### config.mk
export PLATFORM = sky130hd
export DESIGN_NAME = wh_switch_alloc
export DESIGN_NICKNAME = d
export VERILOG_FILES = /design/src/rtl/wh_sa_pkg.sv /design/src/rtl/wh_sa_out_port.sv /design/src/rtl/wh_sa_out_mux.sv /design/src/rtl/wh_switch_alloc.sv
export SDC_FILE = /design/constraint.sdc
export NUM_CORES = 1
export LEC_CHECK = 0
export BUFFER_PORTS_ARGS = -buffer_cell sky130_fd_sc_hd__buf_2
export CORE_MARGIN = 2
export CORE_UTILIZATION = 50
export CTS_BUF_LIST = sky130_fd_sc_hd__clkbuf_8
export CTS_CLUSTER_DIAMETER = 200
export CTS_CLUSTER_SIZE = 40
export DETAILED_ROUTE_END_ITERATION = 8
export HOLD_SLACK_MARGIN = 0.15
export PLACE_DENSITY_LB_ADDON = 0.2
export SLEW_MARGIN = 10
export SYNTH_ARGS = -nofsm -noshare
export SYNTH_HDL_FRONTEND = slang
export SYNTH_SLANG_ARGS = --single-unit
### constraint.sdc
create_clock -name clk -period 19.81 [get_ports clk]
set_input_delay 1.981 -clock clk [delete_from_list [all_inputs] [get_ports clk]]
set_output_delay 1.981 -clock clk [all_outputs]
set_load 0.01 [all_outputs]
### src/rtl/wh_sa_pkg.sv
package wh_sa_pkg;

    localparam int PORTS = 5;
    localparam int IW    = $clog2(PORTS);

    typedef logic [IW-1:0] port_idx_t;

    typedef struct packed {
        logic      locked;
        port_idx_t owner;
        port_idx_t ptr;
    } out_state_t;

    typedef struct packed {
        logic      found;
        port_idx_t idx;
    } pick_t;

    function automatic port_idx_t wrap_inc(input port_idx_t p);
        return (p == port_idx_t'(PORTS - 1)) ? '0 : p + 1'b1;
    endfunction

    // first set bit of m at or after start, wrapping
    function automatic pick_t rr_pick(input logic [PORTS-1:0] m, input port_idx_t start);
        pick_t r;
        int    j;
        r = '0;
        for (int k = PORTS - 1; k >= 0; k--) begin
            j = int'(start) + k;
            if (j >= PORTS) j = j - PORTS;
            if (m[j]) begin
                r.found = 1'b1;
                r.idx   = port_idx_t'(j);
            end
        end
        return r;
    endfunction

endpackage

### src/rtl/wh_sa_out_port.sv
module wh_sa_out_port
    import wh_sa_pkg::*;
#(
    parameter int OUT_IDX = 0
) (
    input  logic             clk,
    input  logic             rst,
    input  logic [PORTS-1:0] req_col,
    input  logic [PORTS-1:0] avail,
    input  logic [PORTS-1:0] eop,
    output logic [PORTS-1:0] take,
    output logic [PORTS-1:0] grant_col,
    output out_state_t       st
);

    localparam logic [PORTS-1:0] ONE     = {{(PORTS-1){1'b0}}, 1'b1};
    localparam logic [PORTS-1:0] SELF_OH = ONE << OUT_IDX;

    logic [PORTS-1:0] elig;
    pick_t            pick;

    always_comb begin
        elig = req_col & avail & ~SELF_OH;
        pick = rr_pick(elig, st.ptr);
        take = (!st.locked && pick.found) ? (ONE << pick.idx) : '0;
        grant_col = st.locked ? (ONE << st.owner) : '0;
    end

    always_ff @(posedge clk) begin
        if (rst) begin
            st <= '0;
        end else if (st.locked) begin
            if (eop[st.owner]) begin
                st.locked <= 1'b0;
                st.ptr    <= wrap_inc(st.owner);
            end
        end else if (pick.found) begin
            st.locked <= 1'b1;
            st.owner  <= pick.idx;
        end
    end

endmodule

### src/rtl/wh_sa_out_mux.sv
module wh_sa_out_mux
    import wh_sa_pkg::*;
#(
    parameter int OUT_IDX = 0,
    parameter int FW      = 16
) (
    input  logic [PORTS*FW-1:0] flit_i,
    input  logic                locked,
    input  port_idx_t           owner,
    output logic [FW-1:0]       flit_o
);

    localparam int LEGS = PORTS - 1;
    localparam int SW   = $clog2(LEGS);

    logic [FW-1:0] leg [LEGS];
    logic [SW-1:0] sel;

    for (genvar k = 0; k < LEGS; k++) begin : g_leg
        localparam int SRC = (k < OUT_IDX) ? k : k + 1;
        assign leg[k] = flit_i[SRC*FW +: FW];
    end

    always_comb begin
        if (int'(owner) > OUT_IDX) sel = SW'(int'(owner) - 1);
        else                       sel = SW'(int'(owner));
        flit_o = locked ? leg[sel] : '0;
    end

endmodule

### src/rtl/wh_switch_alloc.sv
module wh_switch_alloc
    import wh_sa_pkg::*;
#(
    parameter int FLIT_W = 16
) (
    input  logic                    clk,
    input  logic                    rst,
    input  logic [PORTS*PORTS-1:0]  req_i,
    input  logic [PORTS-1:0]        eop_i,
    input  logic [PORTS*FLIT_W-1:0] flit_i,
    output logic [PORTS*PORTS-1:0]  grant_o,
    output logic [PORTS*FLIT_W-1:0] flit_o
);

    logic [PORTS-1:0] req_col   [PORTS];
    logic [PORTS-1:0] gcol      [PORTS];
    logic [PORTS-1:0] take      [PORTS];
    logic [PORTS-1:0] avail     [PORTS+1];
    out_state_t       st        [PORTS];
    logic [PORTS-1:0] busy_in;

    always_comb begin
        busy_in = '0;
        for (int o = 0; o < PORTS; o++) busy_in = busy_in | gcol[o];
    end

    assign avail[0] = ~busy_in;

    for (genvar o = 0; o < PORTS; o++) begin : g_out
        for (genvar i = 0; i < PORTS; i++) begin : g_in
            assign req_col[o][i]       = req_i[i*PORTS + o];
            assign grant_o[i*PORTS + o] = gcol[o][i];
        end

        assign avail[o+1] = avail[o] & ~take[o];

        wh_sa_out_port #(.OUT_IDX(o)) u_port (
            .clk       (clk),
            .rst       (rst),
            .req_col   (req_col[o]),
            .avail     (avail[o]),
            .eop       (eop_i),
            .take      (take[o]),
            .grant_col (gcol[o]),
            .st        (st[o])
        );

        wh_sa_out_mux #(.OUT_IDX(o), .FW(FLIT_W)) u_mux (
            .flit_i (flit_i),
            .locked (st[o].locked),
            .owner  (st[o].owner),
            .flit_o (flit_o[o*FLIT_W +: FLIT_W])
        );
    end

endmodule

Word-level counts from Yosys, hierarchy flattened:

Index checks and enable logic that the tools add are counted.

* add/subtract/negate cells: 55
* order comparisons: 65
* eq/ne operators: 5
* shift-type cells: 9
* mux-type cells: 189
* bitwise logic cells: 28
* reduce and logical (&&, ||, !) cells: 18

Operators with widths (number)
* less-than comparator 32 x 5 -> 1 bit (second input constant): 25
* 2-to-1 mux 32 bit: 25
* >= comparator 32 x 4 -> 1 bit (second input constant): 20
* subtractor 32 x 4 -> 32 bit (second input constant): 20
* 2-to-1 mux 16 bit: 15
* binary-select mux 16 bit (select 2 bit): 5
* 2-to-1 mux 4 bit: 31
* binary-select mux 1 bit (select 3 bit): 30
* 2-to-1 mux 1 bit: 65
* adder 3 x 2 -> 4 bit (second input constant): 10
* 2-to-1 mux 5 bit: 8
* << shifter 1 x 3 -> 5 bit (first input constant): 8
* bitwise AND 5 bit: 7
* >= comparator 3 bit (second input constant): 10
* adder 3 x 1 -> 4 bit (second input constant): 5
* adder 3 x 3 -> 4 bit (second input constant): 5
* less-than comparator 3 x 4 -> 1 bit (second input constant): 5
* NOT 5 bit: 4
* bitwise OR 5 bit: 4
* AND reduction 2 bit: 10
* subtractor 3 x 3 -> 4 bit (second input constant): 5
* adder 3 x 1 -> 3 bit (second input constant): 5
* equality test 3 bit (second input constant): 5
* 2-to-1 mux 3 bit: 5
* 12 further kinds: 37

* bits in registers: 35
* input bits: 112
* output and inout bits: 105
* word-level logic and storage cells: 384

Depth between registers and ports, before layout:

Gate-level depths: netlist of the first run.

* depth in word-level cells: 70
* depth in mapped cells: 31
* gate-level depth less buffers: 30

By module:

A second synthesis of the first run with hierarchy kept.

* cell total of the unflattened synthesis: 1797
* area total of the unflattened synthesis: 13860.8 um^2

Modules (own cells, without submodules)
* wh_sa_out_mux at g_out[2].u_mux: instances 1, cells an instance 261, area each 1861.8 um^2, sequential area each 0.0 um^2
* wh_sa_out_port at g_out[1].u_port: instances 1, cells an instance 225, area each 1725.4 um^2, sequential area each 140.1 um^2
* wh_sa_out_port at g_out[3].u_port: instances 1, cells an instance 216, area each 1646.6 um^2, sequential area each 140.1 um^2
* wh_sa_out_port at g_out[2].u_port: instances 1, cells an instance 225, area each 1640.3 um^2, sequential area each 140.1 um^2
* wh_sa_out_port at g_out[4].u_port: instances 1, cells an instance 206, area each 1635.3 um^2, sequential area each 140.1 um^2
* wh_sa_out_port at g_out[0].u_port: instances 1, cells an instance 210, area each 1601.5 um^2, sequential area each 140.1 um^2
* wh_sa_out_mux at g_out[3].u_mux: instances 1, cells an instance 213, area each 1491.4 um^2, sequential area each 0.0 um^2
* wh_sa_out_mux at g_out[1].u_mux: instances 1, cells an instance 81, area each 760.7 um^2, sequential area each 0.0 um^2
* wh_sa_out_mux at g_out[0].u_mux: instances 1, cells an instance 63, area each 603.1 um^2, sequential area each 0.0 um^2
* wh_sa_out_mux at g_out[4].u_mux: instances 1, cells an instance 62, area each 550.5 um^2, sequential area each 0.0 um^2
* wh_switch_alloc: instances 1, cells an instance 35, area each 344.1 um^2, sequential area each 0.0 um^2

Worst setup path before layout of the first run:

No wires, ideal clock.

* path type: input -> register
* start: input req_i[10]
* end: register, netlist name g_out[4].u_port.st[3]
* library setup time: 0.121 ns
* data arrival time: 8.488 ns
* required time: 19.689 ns
* setup slack: 11.201 ns
* stages on the path: 25
* path buffers: 0
* path through: or3b_1 o21ai_0 a31oi_1 o21a_1 a2111o_1 nand2_2 mux2_1 a211oi_1 nor3_1 a211o_1 o2111a_1 or2_1 a311oi_2 o311a_2 o21ai_2 o21ai_1 o211ai_1 or3_4 or4_4 a211oi_4 a21oi_1 a211o_1 a311o_1 a311o_1 o2bb2ai_1

* longest elaborated chain between the ends: 62
* elaborated cells on any way between the ends: 126
* those cells by class: shift: 4; mux: 104; bitwise: 13; reduce/logical: 5

RTL lines
* from (decl): RTL line wh_switch_alloc.sv:8 `input logic [PORTS*PORTS-1:0] req_i,`
* bitwise AND 5 bit *: RTL line wh_sa_out_port.sv:23 `elig = req_col & avail & ~SELF_OH;`
* binary-select mux 1 bit (select 3 bit): RTL line wh_sa_pkg.sv:31 `if (m[j]) begin`
* 2-to-1 mux 1 bit (not written as such) (2 in series): RTL line wh_sa_pkg.sv:31
* 2-to-1 mux 4 bit (4 in series): RTL line wh_sa_pkg.sv:31
* 2-to-1 mux 4 bit *: RTL line wh_sa_pkg.sv:31
* << shifter 1 x 3 -> 5 bit / logical AND 1 bit (equally long branches): RTL line wh_sa_out_port.sv:25 `take = (!st.locked && pick.found) ? (ONE << pick.idx) : '0;`
* 2-to-1 mux 5 bit *: RTL line wh_sa_out_port.sv:25
* NOT 5 bit *: RTL line wh_switch_alloc.sv:35 `assign avail[o+1] = avail[o] & ~take[o];`
* [38 not listed]
* NOT 4 bit: RTL line wh_switch_alloc.sv:35
* bitwise AND 4 bit *: RTL line wh_switch_alloc.sv:35
* bitwise AND 4 bit *: RTL line wh_sa_out_port.sv:23
* binary-select mux 1 bit (select 3 bit): RTL line wh_sa_pkg.sv:31
* 2-to-1 mux 1 bit (not written as such) (2 in series): RTL line wh_sa_pkg.sv:31
* 2-to-1 mux 4 bit (4 in series): RTL line wh_sa_pkg.sv:31
* 2-to-1 mux 4 bit *: RTL line wh_sa_pkg.sv:31
* AND reduction 2 bit (no line)

Mark *: on every way between the ends. The rest lies on a longest branch, timed or not. The select of a mux whose other input is x is not followed.
A chain may end at the register's enable or synchronous reset.

Final worst setup path of the first run:

* start: register, netlist name g_out[0].u_port.st[0]
* end: register, netlist name g_out[4].u_port.st[3]

* longest elaborated chain between the ends: 64
* elaborated cells on any way between the ends: 144
* those cells by class: add/sub: 9; order compare: 5; shift: 4; mux: 109; bitwise: 12; reduce/logical: 5

RTL lines
* adder 3 x 3 -> 4 bit: RTL line wh_sa_pkg.sv:29 `j = int'(start) + k;`
* subtractor 32 x 4 -> 32 bit / >= comparator 32 x 4 -> 1 bit (equally long branches): RTL line wh_sa_pkg.sv:30 `if (j >= PORTS) j = j - PORTS;`
* 2-to-1 mux 32 bit: RTL line wh_sa_pkg.sv:30
* binary-select mux 1 bit (select 3 bit): RTL line wh_sa_pkg.sv:31
* 2-to-1 mux 1 bit (not written as such) (2 in series): RTL line wh_sa_pkg.sv:31
* 2-to-1 mux 4 bit (4 in series): RTL line wh_sa_pkg.sv:31
* 2-to-1 mux 4 bit *: RTL line wh_sa_pkg.sv:31
* << shifter 1 x 3 -> 5 bit / logical AND 1 bit (equally long branches): RTL line wh_sa_out_port.sv:25
* [40 not listed]
* NOT 4 bit: RTL line wh_switch_alloc.sv:35
* bitwise AND 4 bit *: RTL line wh_switch_alloc.sv:35
* bitwise AND 4 bit *: RTL line wh_sa_out_port.sv:23
* binary-select mux 1 bit (select 3 bit): RTL line wh_sa_pkg.sv:31
* 2-to-1 mux 1 bit (not written as such) (2 in series): RTL line wh_sa_pkg.sv:31
* 2-to-1 mux 4 bit (4 in series): RTL line wh_sa_pkg.sv:31
* 2-to-1 mux 4 bit *: RTL line wh_sa_pkg.sv:31
* AND reduction 2 bit (no line)

Marked as above.

==> results of run 1 <==
## final cells by class
cell class	instances	area [µm²]	share of cell area, %
inverter	73	274	2.38
sequential	35	701	6.08
multi-input combinational	1116	8990	78.0
clock buffer	5	68.8	0.597
tap	270	338	2.93
clock inverter	3	23.8	0.206
timing repair buffer	220	1120	9.75
antenna	1	2.50	0.0217
## cells in the final DEF (no fill, tap or decap), types with 8 or more instances in the layout
cell	Yosys	layout
a21oi_1	101	98
nor4_1	11	11
or3_1	9	9
buf_2	5	211
mux4_2	85	85
dfxtp_1	35	35
inv_1	67	67
a31oi_1	19	19
mux2i_1	8	8
o31a_1	10	10
a21o_1	24	24
nor3_1	40	40
nor2_1	90	90
and3b_1	11	11
o31ai_1	17	17
o21ai_2	4	8
o21ai_0	54	53
o21a_1	12	12
o22ai_1	12	12
nand2b_1	16	16
nand2_1	106	106
nand3_1	28	28
o21ai_1	14	11
nor2b_1	10	10
xnor2_1	27	24
ha_1	74	74
a211oi_1	22	22
buf_4	0	9
a211o_1	15	15
o211ai_1	16	16
and2_1	99	99
and3_1	20	20
## report_power, final
part | switching, mW | total (mW) | internal (mW)
clock network | 0.0313 | 0.0564 | 0.0252
registers | 0.0700 | 0.161 | 0.0915
logic | 1.18 | 2.00 | 0.816
total | 1.28 | 2.21 | 0.933
## routing by layer
metal / global-route usage [%] / routed length [µm]
met5: 0 / 0
met4: 13.4 / 1520
met1: 41.3 / 14500
met2: 55.4 / 17200
met3: 4.22 / 2720
## stage by stage
stage,hold WS (ns),utilization (%)
2_1_floorplan,0.496,-
3_3_place_gp,0.535,57.0
3_5_place_dp,0.537,57.0
4_1_cts,0.552,57.5
5_1_grt,0.622,57.5
6_report,0.562,57.5
## cells by family after synthesis
group | after synthesis | synth area share, %
fa+ha+maj | 79 | 10.1
xor+xnor | 28 | 2.42
simple gates | 492 | 25.8
buf+inv | 128 | 4.87
flops | 35 | 6.91
compound gates | 419 | 29.6
mux | 98 | 20.2
## path summary, 6_finish.rpt
| path | startpoint | end |
|---|---|---|
| worst max-delay path | g_out[0].u_port.st[0]$_SDFFE_PP0P_ | g_out[4].u_port.st[3]$_SDFFE_PP0P_ |
| worst min-delay path | g_out[0].u_port.st[5]$_SDFFE_PP0P_ | g_out[0].u_port.st[5]$_SDFFE_PP0P_ |
| worst max register to register | g_out[0].u_port.st[0]$_SDFFE_PP0P_ | g_out[4].u_port.st[3]$_SDFFE_PP0P_ |
| worst min register to register | g_out[0].u_port.st[5]$_SDFFE_PP0P_ | g_out[0].u_port.st[5]$_SDFFE_PP0P_ |
## critical path: stages (launching register included)
cell	delay [ns]
dfxtp_1	0.84
inv_2	0.26
ha_1	0.61
inv_1	0.18
o41ai_1	0.57
o211ai_1	0.17
a22o_1	0.31
and2_4	0.18
o41ai_4	0.62
a21oi_4	0.13
o32a_1	0.45
a2111oi_1	0.45
o32ai_1	0.15
a211o_1	0.41
o21ai_2	0.24
nand3_1	0.13
and3_1	0.23
o31a_1	0.39
o311ai_4	0.48
o211ai_1	0.26
or3_4	0.47
or4_4	0.57
a211oi_4	0.33
a21oi_1	0.16
a211o_1	0.33
a311o_1	0.29
a311o_1	0.35
o2bb2ai_1	0.12
==> summary.txt, run 1 <==
Outcome
  • Status: completed

CTS
  • Clock Sinks: 35
  • Total CTS buffers: 5
  • Root Driver: clkbuf_8
  • Clk buf depth: 2
  • Clk slew on worst S/H paths: 0.09 ns
  • Post-CTS Resized: 0
  • Cts hold-fix bufs: 0
  • Clock latency on the worst-skew pair: 0.31 ns
  • H-Tree Depth: 2
  • CTS tree: built
  • Post-CTS setup buffer count: 0

Final layout
  • Share of layout cells above drive strength 1: 25.5%
  • Final Cell Area: 11500 µm²
  • Top reg by flops: g_out.u_port.st
  • Largest register FFs: 35
  • Final Non-Filler Cells: between 1500 and 2000
  • Largest regs: g_out.u_port.st x35
  • Layout fillers: 1970
  • Final nets: approximately 1600
  • Area growth syn-to-layout: 13.7%

Yosys
  • Netlist cell types: 110
  • Dominant synthesized flop cell: dfxtp_1
  • Syn Inst Count: ~1300
  • Seq cells post-synth: 35
  • Sequential share of the synthesized area: 6.91%
  • Average size of a mapped cell: 7.93 µm²
  • Largest area contributor in the synthesized netlist: mux4_2
  • Ys Warns: 0
  • Post-synth EDFFs: 0
  • Post-synth top cells: nand2_1, a21oi_1, and2_1, nor2_1, mux4_2
  • Mapped Area: 10100 µm²
  • Syn nets: 1470
  • Area contributors post-synth: mux4_2, ha_1, dfxtp_1
  • Async set-reset flop share out of synthesis: 0%
  • Most frequent cell after synthesis: nand2_1
  • Post-synth top area share: 18.9%

Floorplan
  • Die ar.: 21400 µm²
  • Row cnt: 52
  • Die X-Extent: 146 µm
  • Die Ht: ~150 µm
  • Core ar.: 20000 µm²
  • Initial Util: 50.6%
  • IO Count: 217

Drt
  • Drt total wl: 36000 µm
  • Vias: between 10000 and 15000
  • Residual DRC: 0
  • DRT Pass-1 Iters: 5
  • DR WL/cell: ~21 µm
  • Detail Route Antenna Nets: 0
  • Drt via density: roughly 6.6
  • 1st-iter DRT viols: around 960

Critical path
  • WS Path Type: register to register
  • CP endpoint kind: register
  • R2R setup slack: 9.97 ns
  • Crit start category: register
  • Critical path arrival: 10.04 ns
  • CP Max Fanout: 22
  • Critical Path RT: 20.01 ns
  • Reg2Reg Depth: 27

Global route
  • GRT Util Overall: between 30% and 40%
  • First-pass GRT wire length: 56100 µm
  • Largest net degree at the start of global routing: 35
  • Via count of the first global-routing pass: 10700
  • Initial antenna violation count: 1
  • Total gr overflow: 0

Place
  • DP Area: 11400 µm²
  • Hpwl dp: 28500 µm
  • Placed cells: 1714
  • # port buffers: 211
  • Pre-CTS setup slack: 10.09 ns
  • Gpl congestion: 1.03

STA
  • Fin. max-slew vios: 0
  • Setup-failing EPs final: 0
  • Clock Skews: ~0.012 ns
  • Tightest Pin Transition: around 1.2 ns
  • Final worst slack: 9.97 ns
  • Final worst path period share: between 40% and 50%
  • RSZ-0062 raised after global routing: no
  • Hold Vio Cnt, Final: 0
  • FMAX: ~100 MHz
  • Rel. slew slack: 20.8%
  • Total negative slack: 0 ns
  • Min Tclk post-route: ~9.8 ns

Power and ir drop
  • Leakage dissipation: between 4 and 5 nW
  • Tot Pwr: between 2 and 2.5 mW
  • Power Dens Cells: between 150 and 200 nW/µm²
  • VDD IR-drop max: approximately 0.094 mV

Worst hold path
  • Hold Crit Class: register to register
  • Worst hold stages: 2

Flow run
  • Max-cap violations: 0
Note: power is estimated with default switching activity, not from simulation.
==> run 2, diff against run 1 <==
- ABC_AREA: unset -> 1
- clock period: 19.81 -> 9.85 ns (I/O delays scaled with it)
==> run 2 against run 1 <==
  * Clock-buffer cell count unchanged
  * Sequential cell count unchanged
  * Clock skew down 0.0077 ns
  * Core utilization rose by 0.57 points
  * Highest routed layer unchanged
==> summary.txt, run 2 <==
Outcome
  • Status: completed

Final layout
  • Most frequent cells in the layout: nand2_1, inv_1, a21oi_1
  • Final nets: 2030
  • Layout fillers: 1914
  • Largest regs: g_out.u_port.st x35
  • Largest register FFs: 35
  • Commonest non-fill, non-tap cell in the layout: nand2_1
  • Share of layout cells above drive strength 1: 18.4%
  • Top reg by flops: g_out.u_port.st
  • Area growth syn-to-layout: 13.2%

Critical path
  • RR Endpoint: g_out[4].u_port.st[4]$_SDFFE_PP0P_
  • CP dominant cell by count: nand2_1
  • R2R Path Start: g_out[0].u_port.st[0]$_SDFFE_PP0P_
  • Max incr delay on CP: approximately 0.73 ns
  • Crit start category: register
  • CP endpoint kind: register
  • WS Path Type: register to register
  • Reg2Reg Depth: 57
  • CP Max Fanout: 12
  • Critical path startpoint: g_out[0].u_port.st[0]$_SDFFE_PP0P_
  • Levels on crit path: 57
  • Critical Path RT: 10.09 ns
  • CP Capture Point: g_out[4].u_port.st[4]$_SDFFE_PP0P_
  • Critical path arrival: 7.64 ns
  • Slowest-stage cell, CP: dfxtp_1
  • Buf/Inv on CP: 7
  • R2R setup slack: around 2.5 ns
  • Cell family contributing the most delay on the critical path: simple AND/OR/NAND/NOR gates

Yosys
  • Syn nets: 1862
  • Simple-gate area share of the yosys netlist: 34.1%
  • Largest family of logic cells by synthesized area: simple AND/OR/NAND/NOR gates
  • Async set-reset flop share out of synthesis: 0%
  • Seq cells post-synth: 35
  • Mapped Area: 9250 µm²
  • Most frequent cell after synthesis: nand2_1
  • Average size of a mapped cell: approximately 5.5 µm²
  • Post-synth top area share: 12.7%
  • Synth Area in XOR/XNOR: 2.64%
  • Syn Inst Count: 1671
  • Post-synth EDFFs: 0
  • Area contributors post-synth: a21oi_1, o21ai_0, nand2_1
  • Mux contribution to synthesized area: 0%
  • Sequential share of the synthesized area: between 7 and 8%
  • Synth Area in Compound Gates: between 20 and 30%
  • Largest area contributor in the synthesized netlist: a21oi_1
  • Area share of fa/ha/maj cells after synthesis: 11.1%
  • Dominant synthesized flop cell: dfxtp_1
  • Netlist cell types: 55
  • Post-synth top cells: nand2_1, inv_1, a21oi_1, o21ai_0, nand3_1
  • Ys Warns: 0

CTS
  • CTS tree: built
  • Cts hold-fix bufs: 0
  • Root Driver: clkbuf_8
  • Total CTS buffers: 5
  • Clock Sinks: 35
  • Clock latency on the worst-skew pair: 0.30 ns
  • Post-CTS Resized: 0
  • Clk buf depth: 2
  • Post-CTS setup buffer count: 0
  • Clk slew on worst S/H paths: ~0.080 ns
  • H-Tree Depth: 2

Global route
  • First-pass GRT wire length: 53200 µm
  • Initial antenna violation count: 1
  • Largest net degree at the start of global routing: 36
  • Total gr overflow: 0
  • Via count of the first global-routing pass: between 10000 and 15000
  • GRT Util Overall: approximately a third

Floorplan
  • Row cnt: 49
  • Core ar.: 18000 µm²
  • Die X-Extent: 140 µm
  • Initial Util: 51.3%
  • Die ar.: 19600 µm²
  • IO Count: 217
  • Die Ht: roughly 140 µm

Place
  • Hpwl dp: 26100 µm
  • # port buffers: between 200 and 250
  • Gpl congestion: 1.00

Drt
  • Drt via density: 5.83
  • Vias: 12100
  • Residual DRC: 0
  • DR WL/cell: 16.3 µm
  • DRT Pass-1 Iters: 6
  • Drt total wl: between 30000 and 40000 µm
  • 1st-iter DRT viols: 1333
  • Detail Route Antenna Nets: 0

STA
  • RSZ-0062 raised after global routing: no
  • Final worst path period share: 75.1%
  • Clock Skews: 0.00391 ns
  • FMAX: around 140 MHz
  • Hold Vio Cnt, Final: 0
  • Tightest Pin Transition: 1.29 ns
  • Fin. max-slew vios: 0
  • Rel. slew slack: 13.8%
  • Min Tclk post-route: 7.40 ns
  • Total negative slack: 0 ns
  • Setup-failing EPs final: 0

Flow run
  • Max-cap violations: 0

Worst hold path
  • Hold Crit Class: register to register
## run 2: cell count changes in the layout (fill, tap and decap cells not counted), moves of 25 or more
cell	delta
o21ai_0	+172
mux4_2	-85
nand3_2	+25
and2_1	-96
nor3_1	+42
a21oi_1	+136
nand3_1	+66
inv_2	+26
nand2_1	+194
inv_1	+190
## run 2: metal layers
layer,part of all wire [%],track usage (%)
met3,9.6,3.97
met4,3.6,9.53
met1,42,45.0
met2,44,52.6
met5,0,0
## run 2: layout make-up
type | instances | area (µm²) | area share (%)
tap | 229 | 287 | 2.74
sequential | 35 | 701 | 6.69
multi-input combinational | 1289 | 7190 | 68.7
clock inverter | 3 | 16.3 | 0.155
antenna | 1 | 2.50 | 0.0239
timing repair buffer | 218 | 1110 | 10.6
clock buffer | 5 | 68.8 | 0.657
inverter | 290 | 1090 | 10.4
## run 2: worst register-to-register path: cells and delay by family, from the launching register on
family / cells / cell delay (ns)
adders and majority gates: 2 / 0.68
buffers and inverters: 7 / 0.75
AOI/OAI and AO/OA: 2 / 0.31
and+or+nand+nor: 46 / 4.88
DFF: 1 / 0.73
## run 2: metrics by stage
stage / cells / utilization [%] / hold slack, ns / worst slack, ns / instance area [µm²]
3_3_place_gp: 2061 / 57.6 / 0.482 / 2.77 / 10400
6_report: 2070 / 58.1 / 0.495 / 2.45 / 10500
3_5_place_dp: 2061 / 57.6 / 0.478 / 2.65 / 10400
4_1_cts: 2069 / 58.1 / 0.492 / 2.59 / 10500
5_1_grt: 2070 / 58.1 / 0.542 / 1.74 / 10500
2_1_floorplan: 1671 / - / 0.454 / 4.11 / 9250
## run 2: kinds of logic (layout without fill, tap and decap cells)
| logic type | after synthesis | count (layout) |
|---|---|---|
| DFF | 35 | 35 |
| AOI/OAI and AO/OA | 520 | 520 |
| buffers and inverters | 347 | 516 |
| other | 0 | 1 |
| adders and majority gates | 79 | 79 |
| and+or+nand+nor | 663 | 663 |
| xor gates and xnor gates | 27 | 27 |
## run 2: worst min path at each step
stage	startpoint	end	slack, ns	cells after the start
after detailed placement	g_out[4].u_port.st[5]$_SDFFE_PP0P_	g_out[4].u_port.st[5]$_SDFFE_PP0P_	0.48	2
final	g_out[4].u_port.st[5]$_SDFFE_PP0P_	g_out[4].u_port.st[5]$_SDFFE_PP0P_	0.49	2
after CTS	g_out[4].u_port.st[5]$_SDFFE_PP0P_	g_out[4].u_port.st[5]$_SDFFE_PP0P_	0.49	2
after floorplan	g_out[4].u_port.st[5]$_SDFFE_PP0P_	g_out[4].u_port.st[5]$_SDFFE_PP0P_	0.45	2
after global routing	g_out[4].u_port.st[5]$_SDFFE_PP0P_	g_out[4].u_port.st[5]$_SDFFE_PP0P_	0.54	2
after global placement	g_out[4].u_port.st[5]$_SDFFE_PP0P_	g_out[4].u_port.st[5]$_SDFFE_PP0P_	0.48	2
Power of run 2 is left out: the tool's default activity adds up to more than one toggle a clock period on the data nets, which glitch-free logic cannot reach.
==> run 3, diff against run 2 <==
- clock period: 9.85 -> 7.8 ns (I/O delays scaled with it)
==> run 3 against run 2 <==
  * Clock-buffer cell count unchanged
  * Die area did not move
  * Clock skew increased by 0.011 ns
  * Via count is 0.27% lower
  * Sequential share of layout area is essentially flat
  * Sequential cell count unchanged
  * Register-to-register slack lost 1.7 ns
  * Wire length shrank 0.43%
  * First-iteration DRC count is 5.0% lower
  * Critical path type unchanged
  * Largest cell class unchanged
==> summary.txt, run 3 (synthesis gave the netlist of run 2 again) <==
Final layout
  • Most frequent cells in the layout: nand2_1, inv_1, a21oi_1
  • Commonest non-fill, non-tap cell in the layout: nand2_1
  • Largest register FFs: 35
  • Area growth syn-to-layout: 13.3%
  • Layout fillers: 1890
  • Core Util, Final: 58.1%
  • Largest regs: g_out.u_port.st x35
  • Share of layout cells above drive strength 1: between 10% and 20%
  • Final Cell Area: around 10000 µm²
  • Final nets: 2032
  • Top reg by flops: g_out.u_port.st

Global route
  • Via count of the first global-routing pass: 10800
  • First-pass GRT wire length: 52000 µm
  • GRT Util Overall: 31.7%
  • Largest net degree at the start of global routing: 36
  • Initial antenna violation count: 0
  • Total gr overflow: 0

Outcome
  • Status: completed

Floorplan
  • Row cnt: 49
  • Die X-Extent: 140 µm
  • Core ar.: approximately 18000 µm²
  • Die Ht: 140 µm
  • Initial Util: 51.3%
  • IO Count: 217
  • Die ar.: 19600 µm²

STA
  • Setup-failing EPs final: 0
  • FMAX: 143 MHz
  • RSZ-0062 raised after global routing: no
  • Hold Vio Cnt, Final: 0
  • Tightest Pin Transition: between 1 and 1.5 ns
  • Final worst slack: 0.790 ns
  • Fin. max-slew vios: 0
  • Total negative slack: 0 ns
  • Min Tclk post-route: 7.01 ns
  • Clock Skews: 0.0151 ns
  • Rel. slew slack: between 20% and 30%
  • Final worst path period share: 89.9%

Drt
  • Residual DRC: 0
  • 1st-iter DRT viols: 1266
  • Detail Route Antenna Nets: 0
  • DRT Pass-1 Iters: 6
  • Vias: 12000
  • Drt via density: 5.81
  • DR WL/cell: approximately 16 µm
  • Drt total wl: 33500 µm

Critical path
  • CP Max Fanout: 9
  • Crit start category: register
  • CP endpoint kind: register
  • Max incr delay on CP: 0.44 ns
  • Critical path arrival: 7.24 ns
  • Critical Path RT: 8.03 ns
  • Slowest-stage cell, CP: dfxtp_1
  • WS Path Type: register to register
  • CP dominant cell by count: nand2_1

CTS
  • Clock latency on the worst-skew pair: 0.30 ns
  • H-Tree Depth: 2
  • Clock Sinks: 35
  • Clk slew on worst S/H paths: 0.08 ns
  • Total CTS buffers: 5
  • Clk buf depth: 2
  • Cts hold-fix bufs: 0
  • CTS tree: built
  • Root Driver: clkbuf_8

Place
  • Hpwl dp: 26100 µm
  • # port buffers: 211
  • Gpl congestion: 1.00
  • Pre-CTS setup slack: 0.833 ns
  • DP Area: roughly 10000 µm²

Flow run
  • Max-cap violations: 0

Worst hold path
  • Hold Crit Class: register to register
run 3: cell count changes in the layout (fill, tap and decap cells not counted):
cell,change
clkinvlp_4,-1
inv_1,+1
buf_4,+2
o21ai_0,-1
o21ai_1,+1
run 3: metal layers:
| layer | GRT usage [%] | part of all wire [%] | wire (µm) | up-vias |
|---|---|---|---|---|
| met1 | 43.7 | 43 | 14400 | 5370 |
| met3 | 3.49 | 8.9 | 2990 | 120 |
| li1 | - | - | - | 5908 |
| met5 | 0 | 0 | 0 | - |
| met4 | 10.3 | 3.6 | 1210 | 0 |
| met2 | 51.9 | 45 | 15000 | 631 |
run 3: path summary, 6_finish.rpt:
kind / slack (ns) / to / start / depth (start not counted)
worst max-delay path: 0.79 / g_out[4].u_port.st[4]$_SDFFE_PP0P_ / g_out[0].u_port.st[1]$_SDFFE_PP0P_ / 53
worst min register to register: 0.49 / g_out[4].u_port.st[5]$_SDFFE_PP0P_ / g_out[4].u_port.st[5]$_SDFFE_PP0P_ / 2
worst min-delay path: 0.49 / g_out[4].u_port.st[5]$_SDFFE_PP0P_ / g_out[4].u_port.st[5]$_SDFFE_PP0P_ / 2
worst max register to register: 0.79 / g_out[4].u_port.st[4]$_SDFFE_PP0P_ / g_out[0].u_port.st[1]$_SDFFE_PP0P_ / 53
run 3: repair_timing:
| item | 4_1_cts | 5_1_grt |
|---|---|---|
| endpoints found under the setup margin | 0 | 3 |
| buffers inserted | 0 | 0 |
| resized for setup | 0 | 1 |
run 3: area by class of cell:
type / count / area (µm²) / area share [%]
clock inverter: 3 / 12.5 / 0.119
clock buffer: 5 / 68.8 / 0.657
tap: 229 / 287 / 2.73
timing repair buffer: 220 / 1120 / 10.7
inverter: 290 / 1090 / 10.4
sequential: 35 / 701 / 6.69
antenna: 1 / 2.50 / 0.0239
multi-input combinational: 1289 / 7190 / 68.6
run 3: through the flow:
stage	instances	hold WS, ns
after floorplan	1671	0.454
after detailed placement	2063	0.474
after global routing	2071	0.550
after global placement	2063	0.473
after CTS	2071	0.486
final	2072	0.489
run 3: critical path, delay by kind of cell, from the launching register on:
family / cells / cell delay, ns
AO/OA/AOI/OAI: 5 / 0.84
AND/OR/NAND/NOR: 41 / 4.45
adder cells (fa/ha/maj): 2 / 0.66
buffers and inverters: 5 / 0.53
flip-flops: 1 / 0.44
Power of run 3 is left out for the same reason.
